===== config.mk =====
export PLATFORM = sky130hd
export DESIGN_NAME = ssp_fifo_bus_if
export DESIGN_NICKNAME = d
export VERILOG_FILES = /design/src/rtl/ssp_fifo_pkg.sv /design/src/rtl/ssp_sync_fifo.sv /design/src/rtl/ssp_watermark.sv /design/src/rtl/ssp_fifo_bus_if.sv
export SDC_FILE = /design/constraint.sdc
export NUM_CORES = 1
export LEC_CHECK = 0
export BUFFER_PORTS_ARGS = -buffer_cell sky130_fd_sc_hd__buf_2
export CAP_MARGIN = 0
export CORE_ASPECT_RATIO = 1.75
export CORE_UTILIZATION = 34
export CTS_BUF_LIST = sky130_fd_sc_hd__clkbuf_2
export CTS_CLUSTER_DIAMETER = 100
export CTS_CLUSTER_SIZE = 16
export DETAILED_ROUTE_END_ITERATION = 6
export PLACE_DENSITY = 0.55
export SYNTH_ARGS = -nofsm -noshare
export SYNTH_HDL_FRONTEND = slang
export SYNTH_SLANG_ARGS = --single-unit

===== constraint.sdc =====
create_clock -name clk -period 8.8 [get_ports clk]
set_clock_uncertainty 0.05 [all_clocks]
set_input_delay 2.64 -clock clk [delete_from_list [all_inputs] [get_ports clk]]
set_output_delay 2.64 -clock clk [all_outputs]
set_load 0.01 [all_outputs]

===== src/rtl/ssp_fifo_pkg.sv =====
`timescale 1ns/1ps
package ssp_fifo_pkg;
   // Direction of a watermark comparison.
   typedef enum logic {
      WM_REFILL = 1'b0,   // hit while level <= threshold
      WM_DRAIN  = 1'b1    // hit while level >= threshold
   } wm_dir_e;

   localparam int unsigned MIN_SAMPLE_BITS = 4;
endpackage


===== src/rtl/ssp_sync_fifo.sv =====
`timescale 1ns/1ps
module ssp_sync_fifo #(
   parameter int unsigned WIDTH = 32,
   parameter int unsigned DEPTH = 16,
   localparam int unsigned AW   = $clog2(DEPTH),
   localparam int unsigned CW   = AW + 1
) (
   input  logic             clk,
   input  logic             rst_n,
   input  logic             push,
   input  logic [WIDTH-1:0] push_data,
   input  logic             pop,
   output logic [WIDTH-1:0] head,
   output logic [CW-1:0]    level,
   output logic             full,
   output logic             empty
);
   generate
      if ((1 << AW) != DEPTH) begin : g_bad_depth
         $error("ssp_sync_fifo: DEPTH must be a power of two");
      end
   endgenerate

   logic [WIDTH-1:0] store [DEPTH];
   logic [AW-1:0]    wr_ptr, rd_ptr;
   logic             do_push, do_pop;

   assign full    = (level == CW'(DEPTH));
   assign empty   = (level == '0);
   assign do_push = push & ~full;
   assign do_pop  = pop & ~empty;
   assign head    = empty ? '0 : store[rd_ptr];

   always_ff @(posedge clk) begin
      if (do_push) store[wr_ptr] <= push_data;
   end

   always_ff @(posedge clk or negedge rst_n) begin
      if (!rst_n) begin
         wr_ptr <= '0;
         rd_ptr <= '0;
         level  <= '0;
      end else begin
         if (do_push) wr_ptr <= wr_ptr + 1'b1;
         if (do_pop)  rd_ptr <= rd_ptr + 1'b1;
         case ({do_push, do_pop})
            2'b10:   level <= level + 1'b1;
            2'b01:   level <= level - 1'b1;
            default: level <= level;
         endcase
      end
   end
endmodule


===== src/rtl/ssp_watermark.sv =====
`timescale 1ns/1ps
module ssp_watermark
   import ssp_fifo_pkg::*;
#(
   parameter int unsigned DEPTH = 16,
   parameter wm_dir_e     DIR   = WM_REFILL,
   localparam int unsigned TW   = $clog2(DEPTH),
   localparam int unsigned CW   = TW + 1
) (
   input  logic [CW-1:0] level,
   input  logic [TW-1:0] thresh_code,
   input  logic          irq_en,
   input  logic          dma_en,
   output logic          irq,
   output logic          dma_req
);
   logic [CW-1:0] thr;
   logic          hit;

   // Code zero stands for the full depth.
   assign thr = (thresh_code == '0) ? CW'(DEPTH) : {1'b0, thresh_code};

   generate
      if (DIR == WM_REFILL) begin : g_refill
         assign hit = (level <= thr);
      end else begin : g_drain
         assign hit = (level >= thr);
      end
   endgenerate

   assign irq     = hit & irq_en;
   assign dma_req = hit & dma_en;
endmodule


===== src/rtl/ssp_fifo_bus_if.sv =====
`timescale 1ns/1ps
module ssp_fifo_bus_if
   import ssp_fifo_pkg::*;
#(
   parameter int unsigned DATA_W = 32,
   parameter int unsigned DEPTH  = 16,
   parameter int unsigned SIZE_W = 6,
   localparam int unsigned TW    = $clog2(DEPTH),
   localparam int unsigned CW    = TW + 1
) (
   input  logic              clk,
   input  logic              rst_n,
   input  logic              bus_wr_en,
   input  logic [DATA_W-1:0] bus_wdata,
   input  logic              bus_rd_en,
   output logic [DATA_W-1:0] bus_rdata,
   input  logic [SIZE_W-1:0] cfg_sample_bits,
   input  logic [TW-1:0]     cfg_tx_thresh,
   input  logic [TW-1:0]     cfg_rx_thresh,
   input  logic              cfg_tx_irq_en,
   input  logic              cfg_tx_dma_en,
   input  logic              cfg_rx_irq_en,
   input  logic              cfg_rx_dma_en,
   input  logic              err_clr,
   input  logic              ser_pop,
   output logic [DATA_W-1:0] ser_data,
   input  logic              des_push,
   input  logic [DATA_W-1:0] des_data,
   output logic              tx_irq,
   output logic              tx_dma_req,
   output logic              rx_irq,
   output logic              rx_dma_req,
   output logic [CW-1:0]     tx_level,
   output logic [CW-1:0]     rx_level,
   output logic              tx_not_full,
   output logic              tx_not_empty,
   output logic              rx_not_full,
   output logic              rx_not_empty,
   output logic              tx_overrun,
   output logic              rx_underrun
);
   generate
      if ((1 << SIZE_W) <= DATA_W) begin : g_bad_size_w
         $error("ssp_fifo_bus_if: SIZE_W too narrow to encode DATA_W");
      end
      if (DATA_W < MIN_SAMPLE_BITS) begin : g_bad_data_w
         $error("ssp_fifo_bus_if: DATA_W below minimum sample size");
      end
   endgenerate

   // Sample-size mask, clamped to the legal range.
   logic [DATA_W-1:0] size_mask;
   int unsigned       eff_bits;

   always_comb begin
      if (int'(cfg_sample_bits) < int'(MIN_SAMPLE_BITS)) eff_bits = MIN_SAMPLE_BITS;
      else if (int'(cfg_sample_bits) > int'(DATA_W))     eff_bits = DATA_W;
      else                                               eff_bits = int'(cfg_sample_bits);
      for (int i = 0; i < int'(DATA_W); i++) size_mask[i] = (i < int'(eff_bits));
   end

   // Transmit queue: bus writes in, serializer out.
   logic              tx_full, tx_empty;
   ssp_sync_fifo #(.WIDTH(DATA_W), .DEPTH(DEPTH)) tx_q (
      .clk      (clk),
      .rst_n    (rst_n),
      .push     (bus_wr_en),
      .push_data(bus_wdata & size_mask),
      .pop      (ser_pop),
      .head     (ser_data),
      .level    (tx_level),
      .full     (tx_full),
      .empty    (tx_empty)
   );

   // Receive queue: deserializer in, bus reads out.
   logic              rx_full, rx_empty;
   logic [DATA_W-1:0] rx_head;
   ssp_sync_fifo #(.WIDTH(DATA_W), .DEPTH(DEPTH)) rx_q (
      .clk      (clk),
      .rst_n    (rst_n),
      .push     (des_push),
      .push_data(des_data),
      .pop      (bus_rd_en),
      .head     (rx_head),
      .level    (rx_level),
      .full     (rx_full),
      .empty    (rx_empty)
   );

   assign bus_rdata    = rx_head & size_mask;
   assign tx_not_full  = ~tx_full;
   assign tx_not_empty = ~tx_empty;
   assign rx_not_full  = ~rx_full;
   assign rx_not_empty = ~rx_empty;

   ssp_watermark #(.DEPTH(DEPTH), .DIR(WM_REFILL)) tx_wm (
      .level      (tx_level),
      .thresh_code(cfg_tx_thresh),
      .irq_en     (cfg_tx_irq_en),
      .dma_en     (cfg_tx_dma_en),
      .irq        (tx_irq),
      .dma_req    (tx_dma_req)
   );

   ssp_watermark #(.DEPTH(DEPTH), .DIR(WM_DRAIN)) rx_wm (
      .level      (rx_level),
      .thresh_code(cfg_rx_thresh),
      .irq_en     (cfg_rx_irq_en),
      .dma_en     (cfg_rx_dma_en),
      .irq        (rx_irq),
      .dma_req    (rx_dma_req)
   );

   // Sticky error flags; a new event wins over a clear in the same cycle.
   always_ff @(posedge clk or negedge rst_n) begin
      if (!rst_n) begin
         tx_overrun  <= 1'b0;
         rx_underrun <= 1'b0;
      end else begin
         if (bus_wr_en && tx_full)       tx_overrun  <= 1'b1;
         else if (err_clr)               tx_overrun  <= 1'b0;
         if (bus_rd_en && rx_empty)      rx_underrun <= 1'b1;
         else if (err_clr)               rx_underrun <= 1'b0;
      end
   end
endmodule


==> results.cfg, run 1 <==
[clock_tree]
postCtsHoldBufs = 0
cts.clk_slew.worst_paths_ps = 260
h-tree-depth = 3
cts_buffer_depth = 3
insertion_delay_ps = 1400
cts_root_buf = clkbuf_2
tritoncts = built
cts_repair_resize_count = 0
clock_sinks = 1052
post_cts_buffers = 0
numCtsBuffers = 75

[critical_path]
path_cells = buf_2, nor2_1, nand2_1, a31oi_1, a21oi_1, buf_2
regToRegEndpoint = rx_q.level[4]
critPathArrivalTime_ps = 4690
path_delay_family = compound AO/OA/AOI/OAI gates
crit_fanout = 17
crit_cells = 6
r2r.worst_path.cells = 13
critPathCaptureType = primary output
r2r_slack_ps = 4870
worstReg2RegStart = rx_q.level[0]
crit_type = in -> out
path_buf_inv = 2
start_kind = input pin
cp.required_ps = 6110
crit_top_cell = buf_2
critPathMaxStageDelay_ps = 860
worstSetupStartpoint = cfg_sample_bits[5]
cp_slowest_cell = a31oi_1

[finish]
layout_commonest_cell = edfxtp_1
area_delta_synth_final_pct = 8.73
layout.nets = 2379
drive_above_1_share = 0.275
nFillCells = 11200
utilization = 0.374
mostFrequentLayoutCells = edfxtp_1 (1024), mux4_2 (200), buf_2 (172)

[timing]
tightest_slew_ps = 1260
setup_ws_ps = 1420
period_needed_ps = 7380
rsz0062_at_grt = false
setup-tns-final_ps = 0
finalSetupViolCount = 0
timing.final.crit_share = 0.839
fmax_mhz = 135
whs_ps = 506
max_slew_margin = 0.161
slew_viol_final = 0
hold_viol = 0

[yosys]
synth-edff-count = 1024
syn_inst = 2070
synth_area_um2 = 41700
synth-main-ff-cell = edfxtp_1
synth_nets = 2189
yosysSeqAreaShare = 0.754
postSynthAreaPerCell_um2 = 20.1
synth-async-reset-ratio = 0.0266
ys_ff_latch = 1052
yosys_warnings = 0
yosysUniqueCellTypes = 57

[placement]
dp_hpwl_um = 67200
port_buffers = 172
preCtsSetupSlack_ps = 1440
place_congestion = 0.799

[floorplanning]
initial_utilization = 0.344
rows = 169
core_um2 = 121000
die_area_um2 = 124000
io-pin-count = 173
die_h_um = 465
die_w_um = 267

[routing]
drtAntennaViolNets = 0
wl_per_cell_um = 28.7
routed_wl_um = 112000
dr.pass1.iters = 7
drt-initial-drc-count = 1971
vias_per_cell = 5.32
drc = 0
vias = 20900

[power_and_ir_drop]
vdd.ir_drop.worst_v = 0.000203
p_leak_nw = 14.6
seqPwrFrac = 0.497
power_density_nw_per_um2 = 289
combPwrFrac = 0.367
internal_power_mw = 8.42
pwr-share-clk = 0.135
p_total_mw = 13.1
swShare = 0.358
power_switching_mw = 4.70

[grt]
grt_antenna_before_repair = 18
grtUsageTotal = 0.181
overflow = 0
grt_pass1_wl_um = 158000
grt_max_degree = 109
grt_pass1_vias = 21700

[outcome]
status = finished, final reports clean

[worst_hold_path]
hp-class = reg -> reg
min-delay-start = rx_underrun
holdPathStages = 2
hold-path-endpoint = rx_underrun

[run]
cap_violations = 0
[flip-flops by register name, indices dropped and copies added, names as in the netlist]
signal / cells
tx_q.wr_ptr: 4
tx_q.level: 5
rx_underrun: 1
tx_overrun: 1
rx_q.level: 5
rx_q.store: 512
rx_q.rd_ptr: 4
tx_q.rd_ptr: 4
tx_q.store: 512
rx_q.wr_ptr: 4
[per-stage QoR]
stage	instance area, um2	instances
detailed placement	44800	3806
finish	45300	3918
global route	45300	3916
floorplan	41700	2070
CTS	45300	3914
global placement	44800	3806
[routing by layer]
| layer | vias to the layer above | share of wire | GRT usage |
|---|---|---|---|
| met4 | 6 | 0.027 | 0.0635 |
| met3 | 134 | 0.057 | 0.0255 |
| met5 | - | 0.00027 | 0 |
| met1 | 11200 | 0.40 | 0.229 |
| li1 | 8820 | - | - |
| met2 | 722 | 0.52 | 0.317 |
[Yosys cell counts (17+ instances only)]
| cell | n | area (um2) |
|---|---|---|
| nor2_1 | 36 | 135 |
| dfrtp_1 | 28 | 701 |
| o21ai_0 | 25 | 125 |
| a21oi_1 | 22 | 110 |
| buf_2 | 44 | 220 |
| mux4_2 | 200 | 4500 |
| nand2_1 | 59 | 221 |
| and2_1 | 17 | 106 |
| nand3_1 | 20 | 100 |
| a221o_1 | 33 | 330 |
| edfxtp_1 | 1024 | 30700 |
| mux2_2 | 41 | 462 |
| clkbuf_1 | 51 | 191 |
| a22oi_1 | 46 | 345 |
| xnor2_1 | 18 | 158 |
| nor2b_1 | 63 | 394 |
| inv_1 | 31 | 116 |
| ha_1 | 28 | 350 |
| mux2i_1 | 118 | 1180 |
[worst max path at each step]
| stage | end |
|---|---|
| after global placement | bus_rdata[10] |
| after floorplan | rx_dma_req |
| after CTS | bus_rdata[10] |
| after detailed placement | bus_rdata[10] |
| after global routing | bus_rdata[10] |
| final | bus_rdata[10] |
[logic make-up after synthesis]
kind of cell / count (synthesis) / share of synthesized area
buffers and inverters: 151 / 0.0167
and+or+nand+nor: 265 / 0.0337
adders and majority gates: 30 / 0.00936
AOI/OAI and AO/OA: 195 / 0.0347
xor gates and xnor gates: 18 / 0.00378
muxes: 359 / 0.147
DFF: 1052 / 0.754
[power groups by stage]
stage	Sequential (mW)	Clock [mW]	Combinational, mW
5_1_grt	6.59	1.99	5.19
6_report	6.52	1.78	4.82
2_1_floorplan	6.30	0	3.32
3_3_place_gp	6.61	0	4.89
3_5_place_dp	6.65	0	4.94
4_1_cts	6.54	1.85	4.95
[final cells by class]
type	count	area (um2)	share of cell area
tap	1624	2030	0.0448
inverter	31	116	0.00257
clock buffer	106	531	0.0117
multi-input combinational	867	9810	0.216
clock inverter	2	8.76	0.000193
sequential	1052	31500	0.694
timing repair buffer	233	1360	0.0300
antenna	3	7.51	0.000166
[tightest hold or removal path, stage by stage, from the launching register on]
cell and delay, ps:
dfrtp_1 440, inv_1 50, o21ai_0 60
No activity file was read; power rests on OpenSTA's default activity.
==> run 2: changes to the inputs <==
==> constraint.sdc (replaced) <==
create_clock -name clk -period 7 [get_ports clk]
set_clock_uncertainty 0.05 [all_clocks]
set_input_delay 2.1 -clock clk [delete_from_list [all_inputs] [get_ports clk]]
set_output_delay 2.1 -clock clk [all_outputs]
set_load 0.01 [all_outputs]
==> results.cfg, run 2 (synthesized netlist as in run 1, its figures left out) <==
[outcome]
status = finished, final reports clean

[grt]
grt_pass1_wl_um = 161000
grtUsageTotal = 0.185
overflow = 0
grt_antenna_before_repair = 17
grt_pass1_vias = 22000
grt_max_degree = 71

[routing]
vias = 20800
routed_wl_um = 114000
wl_met2_um = 59900
dr.pass1.iters = 5
vias_per_cell = 5.30
drc = 0
routed.top_layer = met5
drt-initial-drc-count = 1673
m1WireLength_um = 45100
wl_per_cell_um = 29.1
drtAntennaViolNets = 0
wl_met3_um = 6100

[clock_tree]
cts_root_buf = clkbuf_2
post_cts_buffers = 0
clock_sinks = 1052
cts.clk_slew.worst_paths_ps = 310
cts_buffer_depth = 3
postCtsHoldBufs = 0
tritoncts = built
h-tree-depth = 3
cts_repair_resize_count = 0
insertion_delay_ps = 1400
numCtsBuffers = 75

[placement]
place_congestion = 0.826
dp_hpwl_um = 72600
port_buffers = 172
dpl.cell_count = 3823

[finish]
final_cells = 3929
reg.largest.list = rx_q.store (512), tx_q.store (512)
mostFrequentLayoutCells = edfxtp_1 (1024), mux4_2 (200), buf_2 (172)
area_delta_synth_final_pct = 9.20
drive_above_1_share = 0.278
layout.nets = 2395
layout_commonest_cell = edfxtp_1

[critical_path]
cp.required_ps = 4850
r2r.worst_path.cells = 12
critPathArrivalTime_ps = 4420
crit_type = reg -> out
critPathCaptureType = primary output
start_kind = register
worstReg2RegStart = rx_q.level[0]
crit_fanout = 35
worstSetupStartpoint = rx_q.rd_ptr[2]

[timing]
max_slew_margin = 0.0590
hold_viol = 0
slew_viol_final = 0
period_needed_ps = 6570
tightest_slew_ps = 1410
timing.final.crit_share = 0.938
setup-tns-final_ps = 0
fmax_mhz = 152
finalSetupViolCount = 0
rsz0062_at_grt = false

[floorplanning]
die_h_um = 465
die_area_um2 = 124000
io-pin-count = 173
rows = 169
core_um2 = 121000
die_w_um = 267
initial_utilization = 0.344

[worst_hold_path]
min-delay-start = rx_underrun
hp-class = reg -> reg
holdPathStages = 2

[power_and_ir_drop]
p_leak_nw = 14.7
vdd.ir_drop.worst_v = 0.000254
power_density_nw_per_um2 = 367

[run]
cap_violations = 0
-- run 2: cell types whose count changed in the layout (fill, tap and decap cells not counted), sizes merged --
| cell | previous run | this run |
|---|---|---|
| buf | 233 | 249 |
| bufinv | 0 | 4 |
| clkbuf | 106 | 95 |
| clkinvlp | 0 | 2 |
-- run 2: path summary, 6_finish.rpt --
kind	endpoint	slack [ps]
min in group asynchronous	tx_q.wr_ptr[1]	700
worst max register to register	rx_q.level[4]	2910
worst min register to register	rx_underrun	500
worst max-delay path	bus_rdata[22]	430
worst min-delay path	rx_underrun	500
max in group asynchronous	rx_q.rd_ptr[3]	5520
-- run 2: report_power, final --
group          total, mW  switching, mW  internal, mW
clock               2.36           1.86         0.501
sequential          8.20          0.588          7.62
combinational       6.13           3.52          2.60
total               16.7           5.97          10.7
-- run 2: per-layer routing --
| metal | up-vias | GRT usage |
|---|---|---|
| met5 | - | 0 |
| met3 | 144 | 0.0261 |
| met2 | 651 | 0.330 |
| li1 | 8848 | - |
| met1 | 11200 | 0.227 |
| met4 | 12 | 0.0646 |
-- run 2: critical path, cell delays in order (launching register included) --
cell	delay, ps
dfrtp_4	900
buf_4	410
nor2b_1	910
a22oi_1	210
o2111ai_1	250
a22oi_1	160
buf_2	180
-- run 2: area by class of cell --
type                    instances  area [um2]
fillers                     11200       75800
diodes                          3        7.51
clock buffers                  95         475
inverters                      31         116
well taps                    1624        2030
multi-input cells             867        9790
repair buffers                249        1490
flip-flops and latches       1052       31500
clock inverters                 8         144
-- run 2: through the flow --
stage / utilization / hold WS (ps) / area [um2] / total power [mW] / setup WS, ps
after floorplan: - / 460 / 41700 / 12.1 / 1510
after global placement: 0.370 / 464 / 44900 / 14.5 / 1170
after detailed placement: 0.370 / 472 / 44900 / 14.6 / 1060
after CTS: 0.375 / 501 / 45500 / 17.0 / 216
final: 0.375 / 500 / 45500 / 16.7 / 432
after global routing: 0.375 / 561 / 45500 / 17.5 / 238
